$ cat config.mk
export PLATFORM = sky130hd
export DESIGN_NAME = sdp_guard
export DESIGN_NICKNAME = d
export VERILOG_FILES = /design/src/rtl/sdp_pkg.sv /design/src/rtl/sdp_seq_fsm.sv /design/src/rtl/sdp_hold_queue.sv /design/src/rtl/sdp_guard.sv
export SDC_FILE = /design/constraint.sdc
export NUM_CORES = 1
export LEC_CHECK = 0
export BUFFER_PORTS_ARGS = -buffer_cell sky130_fd_sc_hd__buf_2
export CORE_AREA = 2 2 122 124
export DETAILED_ROUTE_END_ITERATION = 8
export DIE_AREA = 0 0 124 126
export GPL_TIMING_DRIVEN = 0
export SETUP_SLACK_MARGIN = 0.3
export SYNTH_ARGS = -nofsm -noshare
export SYNTH_HDL_FRONTEND = slang
export SYNTH_SLANG_ARGS = --single-unit
$ cat constraint.sdc
create_clock -name clk -period 2.96 [get_ports clk]
set_input_delay 0.444 -clock clk [delete_from_list [all_inputs] [get_ports clk]]
set_output_delay 0.444 -clock clk [all_outputs]
set_load 0.05 [all_outputs]
$ cat src/rtl/sdp_pkg.sv
package sdp_pkg;
  localparam int CODE_AW = 15;
  localparam int CODE_DW = 8;

  localparam logic [CODE_AW-1:0] ADR_HI = 15'h5555;
  localparam logic [CODE_AW-1:0] ADR_LO = 15'h2AAA;

  localparam logic [CODE_DW-1:0] D_LEAD   = 8'hAA;
  localparam logic [CODE_DW-1:0] D_SECOND = 8'h55;
  localparam logic [CODE_DW-1:0] D_UNLOCK = 8'hA0;
  localparam logic [CODE_DW-1:0] D_RELPRE = 8'h80;
  localparam logic [CODE_DW-1:0] D_RELFIN = 8'h20;

  // longest run of held writes plus the breaking write
  localparam int RELEASE_LEN = 6;

  typedef enum logic [2:0] {
    ST_IDLE, ST_K1, ST_K2, ST_ARMED, ST_D3, ST_D4, ST_D5
  } seq_state_t;

  typedef enum logic [2:0] {
    ACT_NONE,   // nothing to the queue
    ACT_HOLD,   // append this write to the held list
    ACT_FLUSH,  // release held list followed by this write
    ACT_SOLO,   // drop held list, commit only this write
    ACT_CLEAR   // drop held list, commit nothing
  } act_t;

  function automatic logic code_hit(input logic [CODE_AW-1:0] a,
                                    input logic [CODE_DW-1:0] d,
                                    input logic [CODE_AW-1:0] ea,
                                    input logic [CODE_DW-1:0] ed);
    return (a == ea) && (d == ed);
  endfunction

  // in protected mode nothing is ever held: hold becomes none, flush becomes clear
  function automatic act_t mode_filter(input act_t a, input logic prot);
    if (!prot) return a;
    case (a)
      ACT_HOLD:  return ACT_NONE;
      ACT_FLUSH: return ACT_CLEAR;
      default:   return a;
    endcase
  endfunction
endpackage

$ cat src/rtl/sdp_seq_fsm.sv
module sdp_seq_fsm
  import sdp_pkg::*;
(
  input  logic               clk,
  input  logic               rst_n,
  input  logic               ev,
  input  logic [CODE_AW-1:0] addr,
  input  logic [CODE_DW-1:0] data,
  output act_t               act,
  output logic               prot_on,
  output logic               set_evt,
  output logic               clr_evt
);
  seq_state_t st_q, st_d;
  act_t       raw_act;
  logic       prot_q;

  always_comb begin
    st_d    = st_q;
    raw_act = ACT_NONE;
    set_evt = 1'b0;
    clr_evt = 1'b0;
    if (ev) begin
      st_d    = ST_IDLE;
      raw_act = ACT_FLUSH;
      case (st_q)
        ST_IDLE:  if (code_hit(addr, data, ADR_HI, D_LEAD))   begin st_d = ST_K1; raw_act = ACT_HOLD; end
        ST_K1:    if (code_hit(addr, data, ADR_LO, D_SECOND)) begin st_d = ST_K2; raw_act = ACT_HOLD; end
        ST_K2: begin
          if (code_hit(addr, data, ADR_HI, D_UNLOCK)) begin
            st_d = ST_ARMED; raw_act = ACT_HOLD;
          end else if (code_hit(addr, data, ADR_HI, D_RELPRE)) begin
            st_d = ST_D3; raw_act = ACT_HOLD;
          end
        end
        ST_ARMED: begin
          raw_act = ACT_SOLO;
          set_evt = 1'b1;
        end
        ST_D3:    if (code_hit(addr, data, ADR_HI, D_LEAD))   begin st_d = ST_D4; raw_act = ACT_HOLD; end
        ST_D4:    if (code_hit(addr, data, ADR_LO, D_SECOND)) begin st_d = ST_D5; raw_act = ACT_HOLD; end
        ST_D5: if (code_hit(addr, data, ADR_HI, D_RELFIN)) begin
          raw_act = ACT_CLEAR;
          clr_evt = 1'b1;
        end
        default: ;
      endcase
    end
  end

  assign act     = mode_filter(raw_act, prot_q);
  assign prot_on = prot_q;

  always_ff @(posedge clk) begin
    if (!rst_n) begin
      st_q   <= ST_IDLE;
      prot_q <= 1'b0;
    end else begin
      st_q <= st_d;
      if (set_evt)      prot_q <= 1'b1;
      else if (clr_evt) prot_q <= 1'b0;
    end
  end
endmodule

$ cat src/rtl/sdp_hold_queue.sv
module sdp_hold_queue
  import sdp_pkg::*;
#(
  parameter int AW    = 15,
  parameter int DW    = 8,
  parameter int DEPTH = RELEASE_LEN
) (
  input  logic          clk,
  input  logic          rst_n,
  input  act_t          act,
  input  logic [AW-1:0] in_addr,
  input  logic [DW-1:0] in_data,
  output logic          cmt_valid,
  output logic [AW-1:0] cmt_addr,
  output logic [DW-1:0] cmt_data,
  output logic          draining
);
  localparam int CW = $clog2(DEPTH + 1);

  logic [AW-1:0] buf_a [DEPTH];
  logic [DW-1:0] buf_d [DEPTH];
  logic [CW-1:0] pend_q, left_q, idx_q;

  always_ff @(posedge clk) begin
    if (!rst_n) begin
      pend_q <= '0;
      left_q <= '0;
      idx_q  <= '0;
    end else begin
      if (left_q != '0) begin
        left_q <= left_q - CW'(1);
        idx_q  <= idx_q + CW'(1);
      end
      case (act)
        ACT_HOLD: pend_q <= pend_q + CW'(1);
        ACT_FLUSH: begin
          left_q <= pend_q + CW'(1);
          idx_q  <= '0;
          pend_q <= '0;
        end
        ACT_SOLO: begin
          left_q <= CW'(1);
          idx_q  <= '0;
          pend_q <= '0;
        end
        ACT_CLEAR: pend_q <= '0;
        default: ;
      endcase
    end
  end

  generate
    for (genvar g = 0; g < DEPTH; g++) begin : g_slot
      logic wr_here;
      assign wr_here = ((act == ACT_HOLD || act == ACT_FLUSH) && pend_q == CW'(g))
                    || (act == ACT_SOLO && g == 0);
      always_ff @(posedge clk) begin
        if (wr_here) begin
          buf_a[g] <= in_addr;
          buf_d[g] <= in_data;
        end
      end
    end
  endgenerate

  assign draining  = (left_q != '0);
  assign cmt_valid = draining;
  assign cmt_addr  = buf_a[idx_q];
  assign cmt_data  = buf_d[idx_q];
endmodule

$ cat src/rtl/sdp_guard.sv
module sdp_guard
  import sdp_pkg::*;
#(
  parameter int ADDR_W = 15,
  parameter int DATA_W = 8
) (
  input  logic              clk,
  input  logic              rst_n,
  input  logic              wr_valid,
  input  logic [ADDR_W-1:0] wr_addr,
  input  logic [DATA_W-1:0] wr_data,
  output logic              cmt_valid,
  output logic [ADDR_W-1:0] cmt_addr,
  output logic [DATA_W-1:0] cmt_data,
  output logic              prot_on
);
  act_t act;
  logic set_evt, clr_evt, solo_evt, draining;

  sdp_seq_fsm u_fsm (
    .clk     (clk),
    .rst_n   (rst_n),
    .ev      (wr_valid),
    .addr    (wr_addr[CODE_AW-1:0]),
    .data    (wr_data[CODE_DW-1:0]),
    .act     (act),
    .prot_on (prot_on),
    .set_evt (set_evt),
    .clr_evt (clr_evt)
  );

  sdp_hold_queue #(.AW(ADDR_W), .DW(DATA_W), .DEPTH(RELEASE_LEN)) u_queue (
    .clk       (clk),
    .rst_n     (rst_n),
    .act       (act),
    .in_addr   (wr_addr),
    .in_data   (wr_data),
    .cmt_valid (cmt_valid),
    .cmt_addr  (cmt_addr),
    .cmt_data  (cmt_data),
    .draining  (draining)
  );

  assign solo_evt = (act == ACT_SOLO);
endmodule

==> results of run 1 <==
timing repair:
item | in CTS | in global routing
endpoints found under the hold margin | 0 | 0
pin swaps | 0 | 0
endpoints found under the setup margin | 20 | 83
resized for setup | 10 | 5
setup buffers | 0 | 0
flip-flops by register name (all words and copies together) (netlist names), named ones only:
signal,cells
u_queue.buf_a,90
u_queue.buf_d,48
u_fsm.st_q,3
u_queue.idx_q,3
u_queue.left_q,3
u_queue.pend_q,3
u_fsm.prot_on,1
metal layers:
layer,up-vias,GRT usage,wire length [um],share of wire
met5,-,0,0,0
met4,0,0.0562,182,0.014
met3,14,0.0498,705,0.056
met2,113,0.267,6150,0.49
met1,1772,0.239,5590,0.44
li1,1636,-,-,-
cell type report:
| class | instances | area [um^2] | share of cell area |
|---|---|---|---|
| multi-input cells | 201 | 1780 | 0.240 |
| inverters | 11 | 41.3 | 0.00556 |
| clock inverters | 2 | 7.51 | 0.00101 |
| repair buffers | 49 | 245 | 0.0331 |
| well taps | 184 | 230 | 0.0310 |
| clock buffers | 30 | 544 | 0.0734 |
| plain buffers | 14 | 104 | 0.0140 |
| flip-flops and latches | 154 | 4460 | 0.602 |
placed cells by master, fill, tap and decap left out, types with 4 or more instances in the layout:
master,n
edfxtp_1,138
buf_2,53
nor2_1,33
a21oi_1,25
mux2i_1,23
mux4_2,23
nand2_1,17
clkbuf_16,17
dfxtp_1,16
inv_1,11
clkbuf_1,8
clkbuf_8,8
ha_1,8
nor3_1,4
and3_1,4
through the flow:
step | worst slack, ns | instances | util
after floorplan | 0.335 | 380 | -
after global placement | -0.859 | 613 | 0.477
after detailed placement | -0.0800 | 613 | 0.478
after CTS | 0.283 | 645 | 0.518
after global routing | 0.264 | 645 | 0.518
final | 0.439 | 645 | 0.518
worst max path at each step:
stage                                endpoint  depth (start not counted)
after detailed placement  u_queue.buf_a[2][4]                          6
after global routing              cmt_data[5]                          5
after global placement    u_queue.buf_a[0][4]                          6
after floorplan           u_queue.buf_a[0][0]                          6
final                             cmt_addr[6]                          6
after CTS                         cmt_data[5]                          6
where the power goes:
| part | internal, mW | switching (mW) | leakage, nW | total (mW) |
|---|---|---|---|---|
| Sequential | 2.40 | 0.0107 | 1.39 | 2.41 |
| Clock | 1.22 | 0.761 | 0.270 | 1.98 |
| Combinational | 0.205 | 0.387 | 0.894 | 0.592 |
logic make-up after synthesis:
| logic type | after synthesis | synth area share |
|---|---|---|
| buffers and inverters | 25 | 0.0183 |
| muxes | 46 | 0.118 |
| and+or+nand+nor | 91 | 0.0806 |
| DFF | 154 | 0.703 |
| xor gates and xnor gates | 3 | 0.00414 |
| adders and majority gates | 8 | 0.0158 |
| AOI/OAI and AO/OA | 53 | 0.0601 |
==> metrics.md, run 1 <==
| Metric | Value |
|---|---|
| Synthesized area | `around 6300 um^2` |
| RePlAce Congestion | `around 0.83` |
| Hold_ws | `0.304 ns` |
| Leak | `2.55 nW` |
| Top cells by count, synth | `edfxtp_1, nor2_1, a21oi_1, mux2i_1, mux4_2` |
| Critical Path Start Type | `flip-flop` |
| Final hold vios | `0` |
| FMAX | `0.397 GHz` |
| Setup CP Type | `flip-flop to output pin` |
| FFs w/ async S/R, synth | `0` |
| Setup Skew | `0.00631 ns` |
| Synthesized flop and latch total | `154` |
| Die ar. | `15600 um^2` |
| Mapped Nets | `just over 400` |
| Critical Path Sink Type | `output pin` |
| Hold_buf cts | `0` |
| RSZ-0062 raised after global routing | `true` |
| Most Frequent Cell on Critical Path | `buf_6` |
| CP required | `2.52 ns` |
| Avg WL per Cell | `roughly 20 um` |
| Final WL | `12600 um` |
| Top_reg_cell synth | `edfxtp_1` |
| Share of post-route cells with drive strength above 1 | `0.273` |
| First-pass GRT wire length | `19500 um` |
| Outcome | `finished clean` |
| 1st-iter DRT viols | `between 200 and 300` |
| DR pass1 iterations | `7` |
| Top area cells in the synthesized netlist | `edfxtp_1, mux4_2, dfxtp_1` |
| Synth area leader | `edfxtp_1` |
| YS warnings | `0` |
| Drc violations | `0` |
| Final min period | `2.52 ns` |
| Post-synthesis instance total | `380` |
| GRT Resource Usage Total | `0.173` |
| Worst-path clk slew | `0.05 ns` |
| Cell family with most CP delay | `buffers and inverters` |
| Area Growth Syn to Fin | `16.9%` |
| Hold path start | `wr_addr[3]` |
| WHS Path Cells | `1` |
| DIE HEIGHT | `126 um` |
| # setup viols final | `0` |
| Area after DPL | `6840 um^2` |
| Crit-path slowest cell | `mux4_2` |
| Vias in the first global route | `between 3000 and 4000` |
| Crit path max fanout | `10` |
| Worst Path Buf+Inv | `3` |
| Reg2reg start | `u_fsm.st_q[1]` |
| Most frequent cell after synthesis | `edfxtp_1` |
| Syn avg cell area | `approximately 17 um^2` |
| Register area share after synthesis | `0.703` |
| Post-synth EDFFs | `~140` |
| H-tree depth | `4` |
| CTS tree | `done` |
| Max Slew Vio Count | `0` |
| Clock Sinks | `154` |
| Slew at the pin closest to its max-slew limit | `1.30 ns` |
| Max Cap Viol | `0` |
| Pin count of the biggest net entering global routing | `24` |
| Setup_tns | `0 ns` |
| Tcrit/Tclk final | `0.852` |
| Design Area, Final | `7420 um^2` |
| Core ar. | `14300 um^2` |
| Rel. slew slack | `0.131` |
| Nets@finish | `482` |
| Initial core utilization | `0.444` |
| Longest Clk Path Bufs | `2` |
| Via density | `around 5.5` |
| CTS buffer count | `17` |
| Unique masters post-synth | `57` |
| Worst r2r dst | `u_queue.buf_a[1][4]` |
| Final HPWL DP | `7990 um` |
| Global route total overflow | `0` |
| Initial antenna violation count | `0` |
| Pwr dens | `672 nW/um^2` |
| Reg2reg path depth | `6` |
| Worst Hold End | `u_queue.buf_a[5][3]` |
| CP max stage delay | `0.52 ns` |
| Diodes inserted | `0` |
| Max IR drop VDD | `0.356 mV` |
| Worst Hold Class | `input port to flip-flop` |
| Die span in x | `about 120 um` |
| I/O pin count | `51` |
| Overall Power | `4.99 mW` |
| Arr. time, crit path | `between 2 and 2.5 ns` |
| IO buf count | `49` |
| Synth top area share | `0.653` |
| Root Buffer | `clkbuf_16` |
| R2R setup slack | `0.49 ns` |
| Clk Latency, worst-skew pair | `around 0.42 ns` |
| Row cnt | `44` |
| Fill cell count | `1211` |
| Via count | `between 3000 and 4000` |
| Final antenna-violating net count | `0` |
| Critical Path, Cell by Cell | `buf_6, buf_6, mux4_2, nor2_1, a21oi_1, buf_2` |
Note: power is estimated with default switching activity, not from simulation.
==> run 2: changes to the inputs <==
--- a/config.mk
+++ b/config.mk
@@ -5,11 +5,13 @@
 export SDC_FILE = /design/constraint.sdc
 export NUM_CORES = 1
 export LEC_CHECK = 0
+export ABC_AREA = 1
 export BUFFER_PORTS_ARGS = -buffer_cell sky130_fd_sc_hd__buf_2
-export CORE_AREA = 2 2 122 124
+export CORE_AREA = 2 2 118 120
 export DETAILED_ROUTE_END_ITERATION = 8
-export DIE_AREA = 0 0 124 126
+export DIE_AREA = 0 0 120 122
 export GPL_TIMING_DRIVEN = 0
+export PLACE_DENSITY = 0.8
 export SETUP_SLACK_MARGIN = 0.3
 export SYNTH_ARGS = -nofsm -noshare
 export SYNTH_HDL_FRONTEND = slang
==> run 2 against run 1 <==
Net effect:
- clock skew about the same
- synthesized area increased by 4.1%
- die area decreased by 6.3%
- cell count increased by 32%
- sequential power about the same
- hold slack improved by 0.0043 ns
- critical path type unchanged
- largest cell class unchanged
==> metrics.md, run 2 <==
| Metric | Value |
|---|---|
| Setup CP Type | `flip-flop to output pin` |
| Critical Path Start Type | `flip-flop` |
| Sequential Power Share | `0.468 (-0.015)` |
| Global route total overflow | `0 (unchanged)` |
| Final antenna-violating net count | `0 (unchanged)` |
| Max Slew Vio Count | `0 (unchanged)` |
| Nets@finish | `695 (+44%)` |
| Most frequent cells in the layout | `edfxtp_1, nand2_1, nor2_1` |
| Rel. slew slack | `0.433 (+0.303)` |
| Post-synth EDFFs | `138 (unchanged)` |
| Largest register by flop count | `u_queue.buf_a` |
| I/O pin count | `51 (unchanged)` |
| Setup_tns | `0 ns (unchanged)` |
| Mux cell area share after synthesis | `0 (-0.118)` |
| Max IR drop VDD | `0.430 mV (+21%)` |
| H-tree depth | `4 (unchanged)` |
| FMAX | `0.386 GHz (-2.6%)` |
| RePlAce Congestion | `0.877 (+5.6%)` |
| Synth Area in Adders | `0.0151 (-0.000624)` |
| Post-synthesis compound-gate area fraction | `0.106 (+0.0463)` |
| Main combinational cell family by area after synthesis | `simple AND/OR/NAND/NOR gates` |
| Share of post-route cells with drive strength above 1 | `0.211 (-0.0626)` |
| Post-synthesis simple-gate area fraction | `0.158 (+0.0774)` |
| Max Cap Viol | `0 (unchanged)` |
| Root Buffer | `clkbuf_16` |
| Register area share after synthesis | `0.675 (-0.0278)` |
| Pwr dens | `655 nW/um^2 (-2.5%)` |
| Reg area | `4460 um^2 (unchanged)` |
| Switch Pwr | `1.32 mW (+14%)` |
| Clock Power Share | `0.415 (+0.017)` |
| Top_reg_cell synth | `edfxtp_1` |
| Area Growth Syn to Fin | `18.6%` |
| CTS buffer count | `17 (unchanged)` |
| Xor/xnor share of the synthesized area | `0.00398 (-0.000164)` |
| Slew at the pin closest to its max-slew limit | `0.848 ns (-0.456 ns)` |
| CP required | `2.52 ns (about the same)` |
| DIE HEIGHT | `122 um (-3.2%)` |
| FFs w/ async S/R, synth | `0 (unchanged)` |
| IO buf count | `50 (+2.0%)` |
| Fill cell count | `1020 (-16%)` |
| Area of the multi-input gates | `1910 um^2 (+7.1%)` |
| # setup viols final | `0 (unchanged)` |
| Worst Hold Class | `input port to flip-flop` |
| Critical Path Sink Type | `output pin` |
| Avg WL per Cell | `17.8 um (-8.9%)` |
| RSZ-0062 raised after global routing | `true` |
| Synthesized flop and latch total | `154 (unchanged)` |
| Reg2reg path depth | `10 (+4)` |
| Top flop regs | `u_queue.buf_a: 90 flops, u_queue.buf_d: 48 flops` |
| Switching share of power | `0.258 (+0.0255)` |
| Worst-path clk slew | `0.06 ns (about the same)` |
| Most frequent cell after synthesis | `edfxtp_1` |
| Core ar. | `13500 um^2 (-5.7%)` |
| Clk Latency, worst-skew pair | `0.42 ns (about the same)` |
| DR pass1 iterations | `7 (unchanged)` |
| Tcrit/Tclk final | `0.875 (+0.0231)` |
| Setup Skew | `0.00606 ns (-0.000252 ns)` |
| Design Area, Final | `7840 um^2 (+5.7%)` |
| Internal | `3.81 mW (-0.37%)` |
| Max reg flops | `90 (unchanged)` |
| Crit path max fanout | `10 (unchanged)` |
| CTS tree | `done` |
| Post-synthesis instance total | `588 (+55%)` |
| Pin count of the biggest net entering global routing | `24 (unchanged)` |
| Combinational share of power | `0.117 (-0.002)` |
| First-pass GRT wire length | `23900 um (+22%)` |
| Drc violations | `0 (unchanged)` |
| Hold_ws | `0.308 ns (+0.00427 ns)` |
| Die ar. | `14600 um^2 (-6.3%)` |
| Synth area leader | `edfxtp_1` |
| Finished Layout Cells | `854 (+32%)` |
| Initial core utilization | `0.489 (+0.0460)` |
| Row cnt | `43 (-2.3%)` |
| Final hold vios | `0 (unchanged)` |
| Longest Clk Path Bufs | `2 (unchanged)` |
| Final WL | `15200 um (+21%)` |
| WHS Path Cells | `1 (unchanged)` |
| Vias in the first global route | `4798 (+34%)` |
| 1st-iter DRT viols | `526 (+82%)` |
| Diodes inserted | `0 (unchanged)` |
| Mapped Nets | `622 (+50%)` |
| Initial antenna violation count | `0 (unchanged)` |
| Die span in x | `120 um (-3.2%)` |
| YS warnings | `0 (unchanged)` |
| Placed insts | `820 (+34%)` |
| Arr. time, crit path | `2.15 ns (+0.07 ns)` |
| Via count | `4782 (+35%)` |
| GRT Resource Usage Total | `0.215 (+0.0420)` |
| Via density | `5.60 (+2.2%)` |
| Final min period | `2.59 ns (+0.0682 ns)` |
| Synthesized area | `6610 um^2 (+4.1%)` |
| Clock Sinks | `154 (unchanged)` |
| Unique masters post-synth | `29 (-49%)` |
| Area after DPL | `7140 um^2 (+4.5%)` |
| Syn avg cell area | `11.2 um^2 (-33%)` |
| Leak | `2.98 nW (+17%)` |
| Layout Utilization | `0.581 (+0.0623)` |
| Most common cell after layout, fill and taps aside | `edfxtp_1` |
| Final HPWL DP | `9870 um (+24%)` |
| Synth top area share | `0.627 (-0.0258)` |
| Top cells by count, synth | `edfxtp_1, nand2_1, nor2_1, inv_1, a21oi_1` |
| Top area cells in the synthesized netlist | `edfxtp_1, nand2_1, dfxtp_1` |
| Outcome | `finished clean` |
[run 2: cell count changes after synthesis, sizes merged, moves of 10 or more]
cell    delta
inv       +35
a21oi     +10
a32o      +23
o21ai     +19
nor2      +43
nand2    +120
clkbuf    +19
mux2i     -23
o22ai     +22
nand3     +14
mux4      -23
[run 2: area by class of cell]
type / count / share of cell area
tap: 180 / 0.0287
timing repair buffer: 54 / 0.0434
sequential: 154 / 0.569
buffer: 25 / 0.0171
clock inverter: 15 / 0.0212
inverter: 47 / 0.0225
clock buffer: 17 / 0.0543
multi-input combinational: 362 / 0.243
[run 2: path summary, 6_finish.rpt]
kind / startpoint / endpoint / slack (ns)
setup reg to reg: u_fsm.st_q[1] / u_queue.buf_d[2][6] / 0.39
hold reg to reg: u_queue.left_q[1] / u_queue.left_q[1] / 0.49
setup / recovery: flip-flop / cmt_data[2] / 0.37
hold / removal: wr_addr[6] / u_queue.buf_a[2][6] / 0.31
[run 2: timing repair]
action | CTS | global route
pin swaps | 0 | 1
hold buffers | 0 | 0
setup endpoints to repair | 115 | 154
gates resized for setup | 21 | 30
setup buffers | 0 | 2
hold endpoints to repair | 0 | 0
[run 2: metal layers]
layer	GRT usage	share of wire	vias up
met4	0.106	0.022	0
met5	0	0	-
met1	0.253	0.39	2287
met3	0.0520	0.079	33
met2	0.372	0.51	233
li1	-	-	2229
[run 2: kinds of logic after synthesis]
logic type / count (synthesis)
AO/OA/AOI/OAI: 108
XOR/XNOR: 3
adder cells (fa/ha/maj): 8
buffers and inverters: 72
flip-flops: 154
AND/OR/NAND/NOR: 243
[run 2: critical path, cell delays in order (launching register included)]
cell and delay, ns:
dfxtp_1 0.31, clkbuf_2 0.21, clkbuf_4 0.26, clkbuf_4 0.24, o21ai_0 0.14, o22ai_1 0.30, buf_4 0.26
[run 2: stage by stage]
| step | worst slack [ns] | total power [mW] |
|---|---|---|
| floorplan | 0.179 | 2.85 |
| global placement | -0.923 | 3.01 |
| detailed placement | -0.456 | 3.03 |
| CTS | 0.259 | 5.13 |
| global route | 0.107 | 5.28 |
| finish | 0.370 | 5.14 |
[run 2: power by group through the flow]
stage	Clock (mW)	Sequential [mW]	Combinational [mW]
floorplan	0	2.45	0.399
global placement	0	2.45	0.561
detailed placement	0	2.45	0.579
CTS	2.14	2.40	0.589
global route	2.24	2.40	0.645
finish	2.13	2.40	0.602
==> run 3: changes to the inputs <==
--- a/config.mk
+++ b/config.mk
@@ -11,7 +11,7 @@
 export DETAILED_ROUTE_END_ITERATION = 8
 export DIE_AREA = 0 0 120 122
 export GPL_TIMING_DRIVEN = 0
-export PLACE_DENSITY = 0.8
+export PLACE_DENSITY = 0.78
 export SETUP_SLACK_MARGIN = 0.3
 export SYNTH_ARGS = -nofsm -noshare
 export SYNTH_HDL_FRONTEND = slang
==> run 3 against run 2 <==
Net effect:
- via count shrank 0.48%
- core utilization grew 0.39 points
- clock skew grew 0.0017 ns
- sequential power is essentially flat
- non-clock buffer count grew 2
- critical path depth grew 1
- clock power grew 8%
- routed wire length grew 4.6%
==> metrics.md, run 3 (same netlist as run 2, synthesis figures left out) <==
| Metric | Value |
|---|---|
| Most Frequent Cell on Critical Path | `clkbuf_4` |
| Top flop regs | `u_queue.buf_a: 90 flops, u_queue.buf_d: 48 flops` |
| Worst-path clk slew | `0.06 ns (about the same)` |
| Max Cap Viol | `0 (unchanged)` |
| Slew at the pin closest to its max-slew limit | `0.735 ns (-0.113 ns)` |
| Critical Path, Cell by Cell | `clkbuf_4, clkinvlp_4, buf_2, nand2_1, a32o_1, o22ai_1, clkbuf_4` |
| Clk Latency, worst-skew pair | `0.43 ns (about the same)` |
| Clock Power Share | `0.433 (+0.018)` |
| Die ar. | `14600 um^2 (unchanged)` |
| Pin count of the biggest net entering global routing | `24 (unchanged)` |
| Final min period | `2.62 ns (+0.0349 ns)` |
| Initial antenna violation count | `1 (+1)` |
| Die span in x | `120 um (unchanged)` |
| Diodes inserted | `0 (unchanged)` |
| RSZ-0062 raised after global routing | `true` |
| Top Usage Layer GRT | `met2` |
| I/O pin count | `51 (unchanged)` |
| Arr. time, crit path | `2.18 ns (+0.03 ns)` |
| Max Slew Vio Count | `0 (unchanged)` |
| Grt met3 use | `0.0702 (+0.0183)` |
| CP required | `2.52 ns (about the same)` |
| IO buf count | `50 (unchanged)` |
| Vias in the first global route | `4780 (-0.38%)` |
| Most common cell after layout, fill and taps aside | `edfxtp_1` |
| Via count | `4759 (-0.48%)` |
| Pwr dens | `672 nW/um^2 (+2.6%)` |
| Avg WL per Cell | `18.6 um (+4.2%)` |
| FMAX | `0.381 GHz (-1.3%)` |
| Final WL | `15900 um (+4.6%)` |
| Setup Skew | `0.00780 ns (+0.00173 ns)` |
| Rel. slew slack | `0.510 (+0.0763)` |
| Row cnt | `43 (unchanged)` |
| DIE HEIGHT | `122 um (unchanged)` |
| Crit-path slowest cell | `dfxtp_1` |
| Switching share of power | `0.245 (-0.0131)` |
| Drc violations | `0 (unchanged)` |
| Final antenna-violating net count | `0 (unchanged)` |
| RePlAce Congestion | `0.864 (-1.4%)` |
| Initial core utilization | `0.489 (unchanged)` |
| Longest Clk Path Bufs | `2 (unchanged)` |
| Critical Path Start Type | `flip-flop` |
| First-pass GRT wire length | `24300 um (+1.8%)` |
| Most frequent cells in the layout | `edfxtp_1, nand2_1, nor2_1` |
| Fill cell count | `1020 (unchanged)` |
| Clock Sinks | `154 (unchanged)` |
| Area after DPL | `7130 um^2 (-0.18%)` |
| Crit path max fanout | `10 (unchanged)` |
| CTS buffer count | `17 (unchanged)` |
| Final hold vios | `0 (unchanged)` |
| Outcome | `finished clean` |
| Global route total overflow | `0 (unchanged)` |
| Largest register by flop count | `u_queue.buf_a` |
| CP max stage delay | `0.30 ns (about the same)` |
| Met2 GRT Util | `0.383 (+0.0114)` |
| Internal | `4.01 mW (+5.1%)` |
| Worst Hold Class | `input port to flip-flop` |
| Layout Utilization | `0.585 (+0.00389)` |
| Switch Pwr | `1.30 mW (-2.0%)` |
| Tcrit/Tclk final | `0.887 (+0.0118)` |
| GRT Resource Usage Total | `0.223 (+0.00734)` |
| Core ar. | `13500 um^2 (unchanged)` |
| Sequential Power Share | `0.453 (-0.015)` |
| # setup viols final | `0 (unchanged)` |
| CTS tree | `done` |
| 1st-iter DRT viols | `612 (+16%)` |
| Leak | `3.00 nW (+0.67%)` |
| Max reg flops | `90 (unchanged)` |
| Share of post-route cells with drive strength above 1 | `0.212 (+0.00171)` |
| Root Buffer | `clkbuf_16` |
| Nets@finish | `699 (+0.58%)` |
| Design Area, Final | `7890 um^2 (+0.67%)` |
| GR Util met1 | `0.260 (+0.00718)` |
| Area Growth Syn to Fin | `19.4%` |
| DR pass1 iterations | `5 (-2)` |
| Hold_buf cts | `0 (unchanged)` |
| Max IR drop VDD | `0.486 mV (+13%)` |
| H-tree depth | `4 (unchanged)` |
| Via density | `5.55 (-0.94%)` |
| Combinational share of power | `0.114 (-0.003)` |
| Final HPWL DP | `10100 um (+2.1%)` |
| Critical Path Sink Type | `output pin` |
| Setup CP Type | `flip-flop to output pin` |
-- run 3: cell types whose count changed in the layout (fill, tap and decap cells not counted), moves of 2 or more --
cell	change
clkbuf_1	+4
clkbuf_4	-6
inv_6	-3
clkinv_4	-3
buf_2	+5
clkbuf_2	-2
clkbuf_8	+2
buf_8	+2
nor2_2	+2
bufinv_16	+2
-- run 3: metrics by stage --
stage	std cells	total power, mW	hold slack, ns	setup slack, ns	TNS [ns]
finish	858	5.31	0.295	0.336	0
global route	858	5.46	0.283	0.232	0
CTS	852	5.31	0.276	-0.00612	-0.0623
detailed placement	820	3.03	0.484	-0.451	-37.54
global placement	818	3.01	0.472	-0.902	-60.86
floorplan	588	2.85	0.454	0.179	0
-- run 3: what timing repair did --
| action | CTS | global route |
|---|---|---|
| gates cloned | 0 | 2 |
| buffers inserted | 0 | 3 |
| pin swaps | 0 | 3 |
| setup endpoints to repair | 115 | 127 |
| resized for setup | 23 | 15 |
-- run 3: metal layers --
metal / vias up / part of all wire
met3: 33 / 0.086
met1: 2261 / 0.39
met4: 2 / 0.023
li1: 2225 / -
met5: - / 0.00082
met2: 238 / 0.50
-- run 3: path summary, 6_finish.rpt --
| kind | from | endpoint | slack (ns) | cells after the start |
|---|---|---|---|---|
| max | flip-flop | cmt_addr[14] | 0.34 | 7 |
| min | wr_addr[0] | u_queue.buf_a[5][0] | 0.29 | 1 |
| max reg2reg | u_fsm.st_q[1] | u_queue.buf_a[3][7] | 0.41 | 10 |
| min reg2reg | u_queue.left_q[1] | u_queue.left_q[1] | 0.49 | 2 |
-- run 3: final cells by class --
cell class | instances | area (um^2) | area share
multi-input combinational | 364 | 1920 | 0.244
tap | 180 | 225 | 0.0285
clock buffer | 21 | 460 | 0.0583
inverter | 47 | 180 | 0.0228
buffer | 25 | 133 | 0.0168
sequential | 154 | 4460 | 0.566
timing repair buffer | 56 | 340 | 0.0431
clock inverter | 11 | 168 | 0.0212
-- run 3: power by group through the flow --
stage | sequential (mW) | combinational (mW) | clock [mW]
6_report | 2.40 | 0.605 | 2.30
2_1_floorplan | 2.45 | 0.399 | 0
3_3_place_gp | 2.45 | 0.562 | 0
4_1_cts | 2.40 | 0.596 | 2.31
3_5_place_dp | 2.45 | 0.580 | 0
5_1_grt | 2.40 | 0.649 | 2.40
-- run 3: critical path: cells and delay by family, from the launching register on --
kind,cells,cell delay (ns)
AOI/OAI and AO/OA,2,0.47
and+or+nand+nor,1,0.11
buffers and inverters,4,0.85
DFF,1,0.30
